File: src/rtl/dma_channel.sv
module dma_channel #(
  parameter int AW = 32,
  parameter int CW = 16
) (
  input  logic          clk,
  input  logic          rst_n,
  input  logic          reg_we,
  input  logic [2:0]    reg_addr,
  input  logic [31:0]   reg_wdata,
  output logic [31:0]   reg_rdata,
  input  logic          dreq,
  input  logic          bkpt,
  output logic          bus_req,
  output logic          bus_wr,
  output logic [AW-1:0] bus_addr,
  output logic [1:0]    bus_size,
  output logic [3:0]    bus_fc,
  output logic [31:0]   bus_wdata,
  input  logic [31:0]   bus_rdata,
  input  logic          bus_ack,
  input  logic          bus_err,
  output logic          irq
);
  localparam logic [2:0] A_CTRL = 3'd0, A_STAT = 3'd1, A_FC = 3'd2,
                         A_SRC = 3'd3, A_DST = 3'd4, A_CNT = 3'd5;
  localparam int F_DONE = 4, F_BES = 3, F_BED = 2, F_CONF = 1, F_BRKP = 0;

  typedef enum logic [1:0] {S_IDLE, S_WAIT, S_RD, S_WR} st_t;

  function automatic logic [2:0] nbytes(input logic [1:0] c);
    case (c)
      2'b00:   return 3'd4;
      2'b01:   return 3'd1;
      2'b10:   return 3'd2;
      default: return 3'd0;
    endcase
  endfunction

  function automatic logic [2:0] unit_of(input logic [11:0] c);
    logic [2:0] s, d;
    s = nbytes(c[6:5]);
    d = nbytes(c[8:7]);
    if (c[1]) return c[2] ? d : s;
    if (s == 3'd0 || d == 3'd0) return 3'd0;
    return (s > d) ? s : d;
  endfunction

  logic [11:0]   ctrl;
  logic [4:0]    flags;
  logic [7:0]    fc;
  logic [AW-1:0] sar, dar;
  logic [CW-1:0] btc;
  st_t           st;
  logic [1:0]    beat;
  logic [31:0]   hold;
  logic          dreq_q, pend;

  wire       single = ctrl[1];
  wire       dir    = ctrl[2];
  wire [1:0] ssz    = ctrl[6:5];
  wire [1:0] dsz    = ctrl[8:7];
  wire [1:0] rqm    = ctrl[10:9];
  wire [2:0] ssb    = nbytes(ssz);
  wire [2:0] dsb    = nbytes(dsz);
  wire [2:0] unit   = unit_of(ctrl);
  wire [2:0] rd_beats = (ssb == 3'd4) ? 3'd1 : (ssb == 3'd2) ? (unit >> 1) : unit;
  wire [2:0] wr_beats = (dsb == 3'd4) ? 3'd1 : (dsb == 3'd2) ? (unit >> 1) : unit;
  wire       last_rd  = ({1'b0, beat} + 3'd1) == rd_beats;
  wire       last_wr  = ({1'b0, beat} + 3'd1) == wr_beats;
  wire [4:0] rd_off   = 5'(beat) * 5'(ssb);
  wire [4:0] wr_off   = 5'(beat) * 5'(dsb);
  wire [31:0] rmask   = (ssb == 3'd1) ? 32'h0000_00FF :
                        (ssb == 3'd2) ? 32'h0000_FFFF : 32'hFFFF_FFFF;

  wire       host_idle = (st == S_IDLE);
  wire [2:0] n_unit    = unit_of(reg_wdata[11:0]);
  wire [1:0] n_rqm     = reg_wdata[10:9];
  wire       cfg_bad   = (btc == '0) || (n_unit == 3'd0) ||
                         ((btc & CW'(n_unit - 3'd1)) != '0) || (n_rqm == 2'b11) ||
                         (reg_wdata[1] && n_rqm == 2'b00);
  wire       start_try = reg_we && reg_addr == A_CTRL && host_idle && reg_wdata[0];
  wire       start_ok  = start_try && flags == '0 && !cfg_bad;

  wire rise    = dreq & ~dreq_q;
  wire go      = (rqm == 2'b00) ? 1'b1 : (rqm == 2'b01) ? dreq : pend;
  wire take    = (st == S_WAIT) && !flags[F_BRKP] && go;
  wire consume = take && rqm == 2'b10;

  wire rd_cycle = (st == S_RD);
  wire wr_cycle = (st == S_WR);
  wire ok_ack   = bus_ack && !bus_err;
  wire done_hit = btc == CW'(wr_cycle ? dsb : ssb);

  assign bus_req   = rd_cycle | wr_cycle;
  assign bus_wr    = wr_cycle;
  assign bus_addr  = wr_cycle ? dar : sar;
  assign bus_size  = wr_cycle ? dsz : ssz;
  assign bus_fc    = wr_cycle ? fc[7:4] : fc[3:0];
  assign bus_wdata = (wr_cycle && !single) ? (hold >> {wr_off, 3'b000}) : 32'h0;
  assign irq       = ctrl[11] & flags[F_DONE];

  logic [4:0] fl_set, fl_clr;
  always_comb begin
    fl_clr = (reg_we && reg_addr == A_STAT) ? reg_wdata[6:2] : 5'h0;
    fl_set = 5'h0;
    fl_set[F_CONF] = start_try && flags == '0 && cfg_bad;
    fl_set[F_BRKP] = bkpt;
    fl_set[F_BES]  = rd_cycle && bus_err;
    fl_set[F_BED]  = wr_cycle && bus_err;
    fl_set[F_DONE] = ok_ack && done_hit && (wr_cycle || (rd_cycle && single));
  end

  always_comb begin
    case (reg_addr)
      A_CTRL:  reg_rdata = {20'h0, ctrl};
      A_STAT:  reg_rdata = {25'h0, flags, 1'b0, ~host_idle};
      A_FC:    reg_rdata = {24'h0, fc};
      A_SRC:   reg_rdata = 32'(sar);
      A_DST:   reg_rdata = 32'(dar);
      A_CNT:   reg_rdata = 32'(btc);
      default: reg_rdata = 32'h0;
    endcase
  end

  always_ff @(posedge clk) begin
    if (!rst_n) begin
      ctrl <= '0; flags <= '0; fc <= '0; sar <= '0; dar <= '0; btc <= '0;
      st <= S_IDLE; beat <= '0; hold <= '0; dreq_q <= 1'b0; pend <= 1'b0;
    end else begin
      dreq_q <= dreq;
      pend   <= (pend & ~consume & ~start_ok) | (rise & ~host_idle);
      flags  <= (flags & ~fl_clr) | fl_set;
      if (reg_we && host_idle) begin
        case (reg_addr)
          A_CTRL:  ctrl <= reg_wdata[11:0];
          A_FC:    fc   <= reg_wdata[7:0];
          A_SRC:   sar  <= reg_wdata[AW-1:0];
          A_DST:   dar  <= reg_wdata[AW-1:0];
          A_CNT:   btc  <= reg_wdata[CW-1:0];
          default: ;
        endcase
      end
      case (st)
        S_IDLE: if (start_ok) begin st <= S_WAIT; beat <= '0; end
        S_WAIT: begin
          if (flags[F_BRKP]) st <= S_IDLE;
          else if (take) begin
            beat <= '0;
            hold <= '0;
            st   <= (single && dir) ? S_WR : S_RD;
          end
        end
        S_RD: begin
          if (bus_err) st <= S_IDLE;
          else if (bus_ack) begin
            if (ctrl[3]) sar <= sar + AW'(ssb);
            if (single) begin
              btc <= btc - CW'(ssb);
              st  <= done_hit ? S_IDLE : S_WAIT;
            end else begin
              hold <= hold | ((bus_rdata & rmask) << {rd_off, 3'b000});
              if (last_rd) begin st <= S_WR; beat <= '0; end
              else beat <= beat + 2'd1;
            end
          end
        end
        S_WR: begin
          if (bus_err) st <= S_IDLE;
          else if (bus_ack) begin
            if (ctrl[4]) dar <= dar + AW'(dsb);
            btc <= btc - CW'(dsb);
            if (done_hit) st <= S_IDLE;
            else if (single || last_wr) begin st <= S_WAIT; beat <= '0; end
            else beat <= beat + 2'd1;
          end
        end
        default: st <= S_IDLE;
      endcase
    end
  end

  p_hold_stable_r13: assert property (@(posedge clk) disable iff (!rst_n)
    (bus_req && !bus_ack && !bus_err) |=>
      (bus_req && $stable(bus_addr) && $stable(bus_wr) && $stable(bus_size)));

  p_flag_blocks_start_r2: assert property (@(posedge clk) disable iff (!rst_n)
    (host_idle && reg_we && reg_addr == A_CTRL && reg_wdata[0] && flags != '0) |=>
      (st == S_IDLE));

  p_zero_count_conf_r3: assert property (@(posedge clk) disable iff (!rst_n)
    (host_idle && reg_we && reg_addr == A_CTRL && reg_wdata[0] && flags == '0 && btc == '0) |=>
      (flags[F_CONF] && st == S_IDLE));

  p_count_step_r7: assert property (@(posedge clk) disable iff (!rst_n)
    (bus_req && bus_wr && ok_ack) |=> (btc == $past(btc) - CW'($past(dsb))));

  p_done_idle_r7: assert property (@(posedge clk) disable iff (!rst_n)
    $rose(flags[F_DONE]) |-> (st == S_IDLE));

  p_read_err_r10: assert property (@(posedge clk) disable iff (!rst_n)
    (bus_req && !bus_wr && bus_err) |=> (flags[F_BES] && !flags[F_DONE] && st == S_IDLE));
endmodule

File: config.mk
export PLATFORM = sky130hd
export DESIGN_NAME = dma_channel
export DESIGN_NICKNAME = d
export VERILOG_FILES = /design/src/rtl/dma_channel.sv
export SDC_FILE = /design/constraint.sdc
export NUM_CORES = 1
export LEC_CHECK = 0
export ABC_AREA = 0
export BUFFER_PORTS_ARGS = -buffer_cell sky130_fd_sc_hd__buf_2
export CORE_ASPECT_RATIO = 0.9
export CORE_MARGIN = 2
export CORE_UTILIZATION = 45
export CTS_BUF_LIST = sky130_fd_sc_hd__clkbuf_8 sky130_fd_sc_hd__clkbuf_16
export CTS_CLUSTER_DIAMETER = 60
export DETAILED_ROUTE_END_ITERATION = 8
export PLACE_DENSITY = 0.66
export SYNTH_ARGS = -nofsm -noshare
export SYNTH_HDL_FRONTEND = slang
export SYNTH_SLANG_ARGS = --single-unit
File: constraint.sdc
create_clock -name clk -period 4.4 [get_ports clk]
set_input_delay 0.66 -clock clk [delete_from_list [all_inputs] [get_ports clk]]
set_output_delay 0.66 -clock clk [all_outputs]
set_load 0.02 [all_outputs]
==> results of run 1 <==
[final timing paths]
path                          endpoint  slack [ps]  depth (start not counted)
setup / recovery         bus_wdata[13]         270                          9
hold / removal     flags[0]$_SDFF_PN0_         430                          3
setup reg to reg  beat[1]$_SDFFE_PN0P_         650                         10
hold reg to reg   hold[6]$_SDFFE_PN0P_         470                          2
[final cells by class]
cell class	instances	area (sq um)	area share [%]
diodes	5	12.5	0.0974
flip-flops and latches	143	2870	22.3
multi-input cells	1276	7590	59.1
inverters	39	146	1.14
repair buffers	219	1200	9.33
well taps	308	385	3.00
clock buffers	17	425	3.31
clock inverters	14	215	1.68
[timing repair]
item | 4_1_cts | 5_1_grt
endpoints found under the setup margin | 0 | 15
setup buffers | 0 | 0
gates resized for setup | 0 | 4
[logic make-up (layout without fill, tap and decap cells)]
family,after synthesis,in the layout,share of synthesized area [%]
compound gates,475,475,27.5
xor+xnor,24,24,1.89
fa+ha+maj,35,35,4.35
buf+inv,156,289,6.01
flops,143,143,25.8
mux,73,73,6.72
other cells,0,5,0
simple gates,669,669,27.7
[per-stage QoR]
step	utilization (%)	worst slack, ps	hold slack (ps)	total power (uW)	area (sq um)
floorplan	-	329	436	1870	11100
global placement	50.2	92.7	452	2090	12200
detailed placement	50.2	50.8	454	2100	12200
CTS	52.8	45.4	417	3730	12800
global route	52.9	43.6	458	3860	12800
finish	52.9	265	427	3740	12800
[layer usage]
metal | part of all wire, % | up-vias | GRT usage (%)
met1 | 44 | 6020 | 46.6
met3 | 10 | 95 | 6.78
met2 | 43 | 743 | 47.9
met5 | 0.030 | - | 0
li1 | - | 5938 | -
met4 | 2.9 | 2 | 13.1
[critical path, cell delays in order (launching register included)]
cell       delay [ps]
dfxtp_2           400
or2_2             410
inv_2             130
nand2_1           100
fa_1              430
a2111oi_0         350
a21oi_1           290
or3_4             530
o21ai_0           200
buf_2             190
[sequential cells by signal (all words and copies together) (netlist names)]
| register | cells |
|---|---|
| dar | 32 |
| hold | 32 |
| sar | 32 |
| btc | 16 |
| ctrl | 12 |
| fc | 8 |
| flags | 5 |
| beat | 2 |
| st | 2 |
| dreq_q | 1 |
| pend | 1 |
[where the power goes]
group	switching (uW)	internal [uW]	leakage (uW)
clock network	640	1010	0.000321
registers	78.0	1340	0.00116
logic	412	254	0.00394
[layout by cell type (no fill, tap or decap), types with 6 or more instances in the layout]
cell type and n:
inv_1 36, nor2_1 184, nor4_1 14, a221oi_1 18, mux2i_1 69, nor2b_1 14
dfxtp_1 141, nand2_1 263, a22o_1 23, and3_1 32, nor3_1 36, clkbuf_16 17
nand2b_1 13, buf_2 178, a21oi_1 135, a22oi_1 34, nand4_1 12, a21o_1 6
o211ai_1 10, and2_1 26, a31oi_1 18, o21ai_0 122, nand3_1 34, o22ai_1 12
nor3b_1 7, o221ai_1 8, fa_1 6, a32oi_1 6, a311oi_1 15, a211oi_1 12
xor2_1 11, ha_1 29, buf_4 41, xnor2_1 13
==> run_results.csv, run 1 <==
group,metric,value,unit
clocking,cts_max_level,4,
clocking,numCtsBuffers,17,
synthesis,ys_top_cells_by_count,"nand2_1 (263), nor2_1 (185), dfxtp_1 (143), a21oi_1 (135), o21ai_0 (122)",
synthesis,async_reset_ff_share,0,%
finish,drive_above_1_share,16.4,%
synthesis,yosysTopAreaCell,"dfxtp_1",
synthesis,ys_ff_latch,143,
synthesis,syn-instance-count,1575,
global_route,overflow,0,
drt,drc_errors,0,
worst_hold_path,hp-start,"bkpt",
power_and_ir_drop,leakagePower,0.00542,uW
clocking,cts_max_path_buffers,2,
timing,fin_tns_setup,0,ps
global_route,track_usage,32.7,%
synthesis,synth_top_area_share,25.8,%
floorplanning,die_area,26000,sq um
floorplanning,io_pins,179,
worst_setup_path,critPathRequiredTime,3740,ps
worst_setup_path,path_class,"reg2out",
finish,layoutNonFillerInstCount,2021,
place,port_buffers,178,
timing,finalCriticalPeriod,4130,ps
timing,period_share,94.0,%
clocking,cts-root-buf,"clkbuf_16",
clocking,cts_sinks,143,
synthesis,syn-cell-area,11100,sq um
global_route,grt_pass1_wl,67100,um
drt,drt-pass1-iter-count,6,
finish,fillers,2425,
synthesis,synth_cell_types,80,
worst_setup_path,startpoint,"ctrl[7]$_SDFFE_PN0P_",
drt,vias,12800,
drt,postRouteAntennaNets,0,
synthesis,synth-warning-count,0,
synthesis,synthTopCellsByArea,"dfxtp_1 (26%), nand2_1 (8.9%), nor2_1 (6.3%)",
drt,post_drt_wl_per_cell,21.2,um
clocking,cts_hold_buf,0,
worst_hold_path,hp-class,"in2reg",
floorplanning,coreArea,24300,sq um
finish,area_delta_synth_final,15.6,%
synthesis,yosysMostFrequentCell,"nand2_1",
floorplanning,row_count,54,
timing,setup_viol,0,
worst_setup_path,r2r_start,"ctrl[6]$_SDFFE_PN0P_",
timing,skew,9.26,ps
synthesis,synth_fp_nets,1684,
clocking,clkTransAtPathRegs,70,ps
timing,fmax,242,MHz
place,place_inst,1985,
flow_run,max-cap-violations,0,
finish,nets,1805,
worst_setup_path,start_kind,"flop",
timing,worstMarginPinSlew,1130,ps
power_and_ir_drop,power.density,291,nW/um^2
synthesis,synth-edff-count,0,
worst_setup_path,crit_arrival,3470,ps
global_route,grt_max_degree,42,
floorplanning,start_util,45.8,%
timing,final_hold_viol_count,0,
place,dpl.hpwl,30600,um
floorplanning,die_w,170,um
synthesis,synth-seq-area-share,25.8,%
worst_setup_path,path_max_fanout,15,
floorplanning,die_height,153,um
global_route,grt_antenna_before_repair,5,
place,routabilityCongestion,0.927,
worst_setup_path,endpoint_kind,"output pin",
synthesis,yosys_most_used_dff,"dfxtp_1",
clocking,cts_tree,"built",
outcome,outcome,"finished clean",
timing,slew_viol_final,0,
timing,rsz0062_at_grt,"no",
power_and_ir_drop,ir_drop,0.242,mV
drt,first_iter_violations,1374,
timing,slew_headroom,24.7,%
global_route,grt_pass1_vias,11800,
clocking,clock_latency,440,ps
drt,viasPerCell,6.33,
drt,drt-total-wl,42800,um
synthesis,postSynthAreaPerCell,7.05,sq um
Note: power is estimated with default switching activity, not from simulation.
==> run 2: changes to the inputs <==
--- a/config.mk
+++ b/config.mk
@@ -14,6 +14,7 @@
 export CTS_CLUSTER_DIAMETER = 60
 export DETAILED_ROUTE_END_ITERATION = 8
 export PLACE_DENSITY = 0.66
+export SKIP_CTS_REPAIR_TIMING = 1
 export SYNTH_ARGS = -nofsm -noshare
 export SYNTH_HDL_FRONTEND = slang
 export SYNTH_SLANG_ARGS = --single-unit
==> constraint.sdc (replaced) <==
create_clock -name clk -period 4.4 [get_ports clk]
set_input_delay 0.22 -clock clk [delete_from_list [all_inputs] [get_ports clk]]
set_output_delay 0.22 -clock clk [all_outputs]
set_load 0.02 [all_outputs]
==> run_results.csv, run 2 (synthesis results as in run 1) <==
group,metric,value,unit
clocking,cts_max_level,4,
clocking,cts_sinks,143,
timing,fmax,250,MHz
finish,nets,1800,
drt,vias,12800,
drt,wl_met2,18400,um
worst_setup_path,start_kind,"flop",
worst_setup_path,crit_path_frequent_cell,"inv_1",
place,dpl.hpwl,30200,um
drt,met3_length,4310,um
global_route,grt_pass1_wl,65600,um
place,routabilityCongestion,0.930,
clocking,clkTransAtPathRegs,60,ps
place,dp_slack,451,ps
worst_setup_path,critPathRequiredTime,4180,ps
timing,fin_worst_hold_slack,2.00,ps
power_and_ir_drop,leakagePower,0.00539,uW
global_route,grt_antenna_before_repair,3,
finish,utilization,52.7,%
clocking,cts-root-buf,"clkbuf_16",
drt,viasPerCell,6.35,
finish,drive_above_1_share,16.0,%
drt,first_iter_violations,1540,
worst_setup_path,crit_arrival,3780,ps
timing,rsz0062_at_grt,"no",
drt,wl_met1,18300,um
global_route,grt_max_degree,48,
drt,drt-total-wl,42200,um
place,port_buffers,178,
finish,reg_top3,"dar (32), hold (32), sar (32)",
clocking,cts_tree,"built",
timing,slew_headroom,25.2,%
power_and_ir_drop,ir_drop,0.252,mV
worst_setup_path,path_class,"reg2out",
worst_setup_path,cp_slowest_stage_delay,590,ps
clocking,cts_max_path_buffers,2,
worst_setup_path,slowest_stage,"dfxtp_1",
floorplanning,row_count,54,
place,place_inst,1980,
worst_setup_path,crit_chain,"nand2b_1 > inv_1 > and2_1 > ha_1 > inv_1 > fa_1 > a2111oi_0 > a21oi_1 > buf_4 > or3_1 > o21ai_0 > buf_2",
worst_setup_path,endpoint_kind,"output pin",
global_route,overflow,0,
timing,period_share,91.0,%
flow_run,max-cap-violations,0,
finish,layout_common_cells,"nand2_1 (263), nor2_1 (185), buf_2 (178)",
worst_setup_path,path_buf_inv,4,
drt,drt-pass1-iter-count,9,
timing,worst_slack,397,ps
floorplanning,io_pins,179,
clocking,clock_latency,440,ps
floorplanning,start_util,45.8,%
timing,skew,10.3,ps
outcome,outcome,"finished clean",
timing,setup_viol,0,
timing,worstMarginPinSlew,1120,ps
global_route,track_usage,32.0,%
drt,drc_errors,0,
finish,area_delta_synth_final,15.1,%
timing,slew_viol_final,0,
finish,mostFrequentLayoutCell,"nand2_1",
global_route,grt_pass1_vias,11500,
floorplanning,coreArea,24300,sq um
drt,highest_layer,"met5",
worst_setup_path,path_max_fanout,15,
timing,finalCriticalPeriod,4000,ps
timing,fin_tns_setup,0,ps
drt,post_drt_wl_per_cell,21.0,um
timing,final_hold_viol_count,0,
clocking,numCtsBuffers,17,
finish,layoutNonFillerInstCount,2012,
worst_setup_path,cpLargestDelayFamily,"simple AND/OR/NAND/NOR gates",
power_and_ir_drop,power.density,290,nW/um^2
finish,fillers,2449,
worst_hold_path,hp-class,"in2reg",
drt,postRouteAntennaNets,0,
floorplanning,die_height,153,um
floorplanning,die_area,26000,sq um
floorplanning,die_w,170,um
[run 2: final cells by class]
| type | instances | area [sq um] | share of cell area (%) |
|---|---|---|---|
| well taps | 308 | 385 | 3.01 |
| flip-flops and latches | 143 | 2860 | 22.4 |
| diodes | 2 | 5.00 | 0.0391 |
| clock inverters | 13 | 211 | 1.65 |
| clock buffers | 17 | 425 | 3.33 |
| multi-input cells | 1276 | 7590 | 59.3 |
| repair buffers | 214 | 1160 | 9.08 |
| inverters | 39 | 146 | 1.14 |
[run 2: per-stage QoR]
stage	cell area (sq um)	power (uW)
global placement	12100	2080
finish	12800	3710
floorplan	11100	1870
CTS	12800	3710
global route	12800	3840
detailed placement	12100	2090
[run 2: where the power goes]
group	switching (uW)	internal, uW	total, uW
combinational	409	250	659
clock	632	1000	1630
sequential	75.6	1340	1420
[run 2: per-layer routing]
layer	vias to the layer above	global-route usage, %
met3	98	6.94
met5	-	0
met2	774	47.6
met4	2	11.9
met1	5994	45.3
li1	5917	-
[run 2: worst register-to-register path, cell delays in order (launching register included)]
cell      delay (ps)
dfxtp_1          360
inv_1            130
ha_1             390
inv_2            210
ha_1             330
nand3_1           70
o21ai_1          230
o32ai_1          500
mux2_2           390
a32o_1           200
a22oi_1          330
o221ai_1         230
a32o_2           270
[run 2: final timing paths]
check | start | endpoint | slack (ps) | depth (start not counted)
setup / recovery | ctrl[8]$_SDFFE_PN0P_ | bus_wdata[15] | 400 | 12
hold / removal | bkpt | flags[0]$_SDFF_PN0_ | 2 | 3
setup reg to reg | ctrl[6]$_SDFFE_PN0P_ | beat[1]$_SDFFE_PN0P_ | 650 | 12
hold reg to reg | hold[3]$_SDFFE_PN0P_ | hold[3]$_SDFFE_PN0P_ | 470 | 2
==> run 3: changes to the inputs <==
--- a/config.mk
+++ b/config.mk
@@ -11,8 +11,8 @@
 export CORE_MARGIN = 2
 export CORE_UTILIZATION = 45
 export CTS_BUF_LIST = sky130_fd_sc_hd__clkbuf_8 sky130_fd_sc_hd__clkbuf_16
-export CTS_CLUSTER_DIAMETER = 60
 export DETAILED_ROUTE_END_ITERATION = 8
+export HOLD_SLACK_MARGIN = 0.06
 export PLACE_DENSITY = 0.66
 export SKIP_CTS_REPAIR_TIMING = 1
 export SYNTH_ARGS = -nofsm -noshare
==> constraint.sdc (replaced) <==
create_clock -name clk -period 3.7 [get_ports clk]
set_input_delay 0.185 -clock clk [delete_from_list [all_inputs] [get_ports clk]]
set_output_delay 0.185 -clock clk [all_outputs]
set_load 0.02 [all_outputs]
==> run_results.csv, run 3 (synthesis results as in run 1) <==
group,metric,value,unit
place,routabilityCongestion,0.937,
worst_setup_path,critPathRequiredTime,3510,ps
clocking,cts-root-buf,"clkbuf_16",
drt,vias,12900,
clocking,cts_sinks,143,
drt,drc_errors,0,
clocking,clkTransAtPathRegs,60,ps
worst_setup_path,rr_worst_depth,11,
worst_setup_path,path_class,"reg2out",
worst_setup_path,crit_chain,"buf_4 > nand2b_2 > inv_2 > and2_1 > ha_1 > inv_1 > fa_1 > a2111oi_2 > a21oi_1 > buf_4 > nor3_1 > buf_4 > and3_1 > buf_2",
global_route,grt_pass1_vias,11800,
timing,fmax,285,MHz
drt,highest_layer,"met5",
drt,drt-total-wl,43400,um
power_and_ir_drop,ir_drop,0.274,mV
timing,slew_headroom,19.5,%
timing,slew_viol_final,0,
worst_setup_path,crit_arrival,3330,ps
timing,worstMarginPinSlew,1200,ps
power_and_ir_drop,leakagePower,0.00557,uW
worst_setup_path,cp_slowest_stage_delay,400,ps
timing,fin_worst_hold_slack,41.0,ps
finish,layout_common_cells,"nand2_1 (263), nor2_1 (184), buf_2 (178)",
drt,first_iter_violations,1470,
clocking,cts_max_level,4,
clocking,clock_latency,440,ps
floorplanning,row_count,54,
finish,drive_above_1_share,17.5,%
timing,final_hold_viol_count,0,
global_route,grt_antenna_before_repair,3,
worst_setup_path,startpoint,"ctrl[7]$_SDFFE_PN0P_",
timing,finalCriticalPeriod,3510,ps
worst_setup_path,r2r_start,"ctrl[5]$_SDFFE_PN0P_",
place,dp_slack,-119,ps
power_and_ir_drop,p_sw_share,31.5,%
clocking,cts_max_path_buffers,2,
floorplanning,die_area,26000,sq um
worst_setup_path,timing.rr.end,"beat[1]$_SDFFE_PN0P_",
global_route,track_usage,32.7,%
timing,period_share,94.9,%
global_route,grt_max_degree,34,
clocking,numCtsBuffers,17,
flow_run,max-cap-violations,0,
drt,met3_length,4120,um
power_and_ir_drop,power_switching,1320,uW
drt,post_drt_wl_per_cell,21.1,um
drt,drt-pass1-iter-count,5,
timing,skew,15.9,ps
worst_setup_path,path_max_fanout,13,
floorplanning,start_util,45.8,%
worst_setup_path,crit_path_frequent_cell,"buf_4",
power_and_ir_drop,seqPwrFrac,40.2,%
worst_hold_path,hp-start,"bus_rdata[3]",
worst_setup_path,start_kind,"flop",
place,port_buffers,178,
finish,utilization,54.2,%
power_and_ir_drop,power.density,320,nW/um^2
drt,postRouteAntennaNets,0,
timing,worst_slack,188,ps
finish,mostFrequentLayoutCell,"nand2_1",
finish,area_delta_synth_final,18.3,%
clocking,cts_tree,"built",
drt,wl_met1,19000,um
worst_hold_path,hp-class,"in2reg",
global_route,overflow,0,
floorplanning,coreArea,24300,sq um
worst_setup_path,endpoint_kind,"output pin",
drt,wl_met2,19300,um
worst_setup_path,slowest_stage,"fa_1",
place,dpl.hpwl,31300,um
drt,viasPerCell,6.28,
power_and_ir_drop,intPower,2880,uW
power_and_ir_drop,combPwrFrac,19.8,%
finish,reg_top3,"dar (32), hold (32), sar (32)",
floorplanning,io_pins,179,
global_route,grt_pass1_wl,67000,um
timing,setup_viol,0,
floorplanning,die_w,170,um
worst_hold_path,hold_path_end,"hold[3]$_SDFFE_PN0P_",
floorplanning,die_height,153,um
power_and_ir_drop,p_clk_share,40.0,%
finish,nets,1849,
outcome,outcome,"finished clean",
worst_hold_path,worstHoldPathCells,3,
worst_setup_path,reg2reg_setup_slack,310,ps
==> run 3: metrics by stage <==
step	area, sq um	total power [uW]	std cells	TNS [ps]
6_report	13100	4200	2059	0
2_1_floorplan	11100	2230	1575	0
4_1_cts	12900	4160	2039	0
3_5_place_dp	12400	2510	2010	-140
5_1_grt	13100	4340	2059	-73.0
3_3_place_gp	12400	2500	2010	-149
==> run 3: area by class of cell <==
| type | instances | area (sq um) |
|---|---|---|
| repair buffers | 263 | 1590 |
| fillers | 2387 | 11100 |
| clock buffers | 19 | 453 |
| inverters | 39 | 146 |
| diodes | 1 | 2.50 |
| flip-flops and latches | 143 | 2860 |
| clock inverters | 10 | 90.1 |
| well taps | 308 | 385 |
| multi-input cells | 1276 | 7610 |
==> run 3: worst max path at each step <==
stage,end,slack (ps)
after floorplan,beat[0]$_SDFFE_PN0P_,100
after global placement,beat[0]$_SDFFE_PN0P_,-120
after detailed placement,beat[0]$_SDFFE_PN0P_,-120
after CTS,bus_wdata[13],4
after global routing,bus_wdata[29],-30
final,bus_wdata[29],190
==> run 3: critical path: cells and delay by family, from the launching register on <==
kind                     cells  cell delay [ps]
flip-flops                   1              310
buffers and inverters        6              910
AO/OA/AOI/OAI                2              410
AND/OR/NAND/NOR              4              680
adder cells (fa/ha/maj)      2              590
==> run 3: routing by layer <==
layer  track usage (%)  vias up
met5                 0        -
li1                  -     6010
met3              6.81       74
met1              46.4     6133
met4              10.9        4
met2              49.5      702
==> run 3: power groups by stage <==
stage | Sequential, uW | Clock (uW) | Combinational, uW
finish | 1690 | 1680 | 833
detailed placement | 1720 | 0 | 795
floorplan | 1670 | 0 | 556
global route | 1690 | 1750 | 902
global placement | 1720 | 0 | 789
CTS | 1680 | 1680 | 800
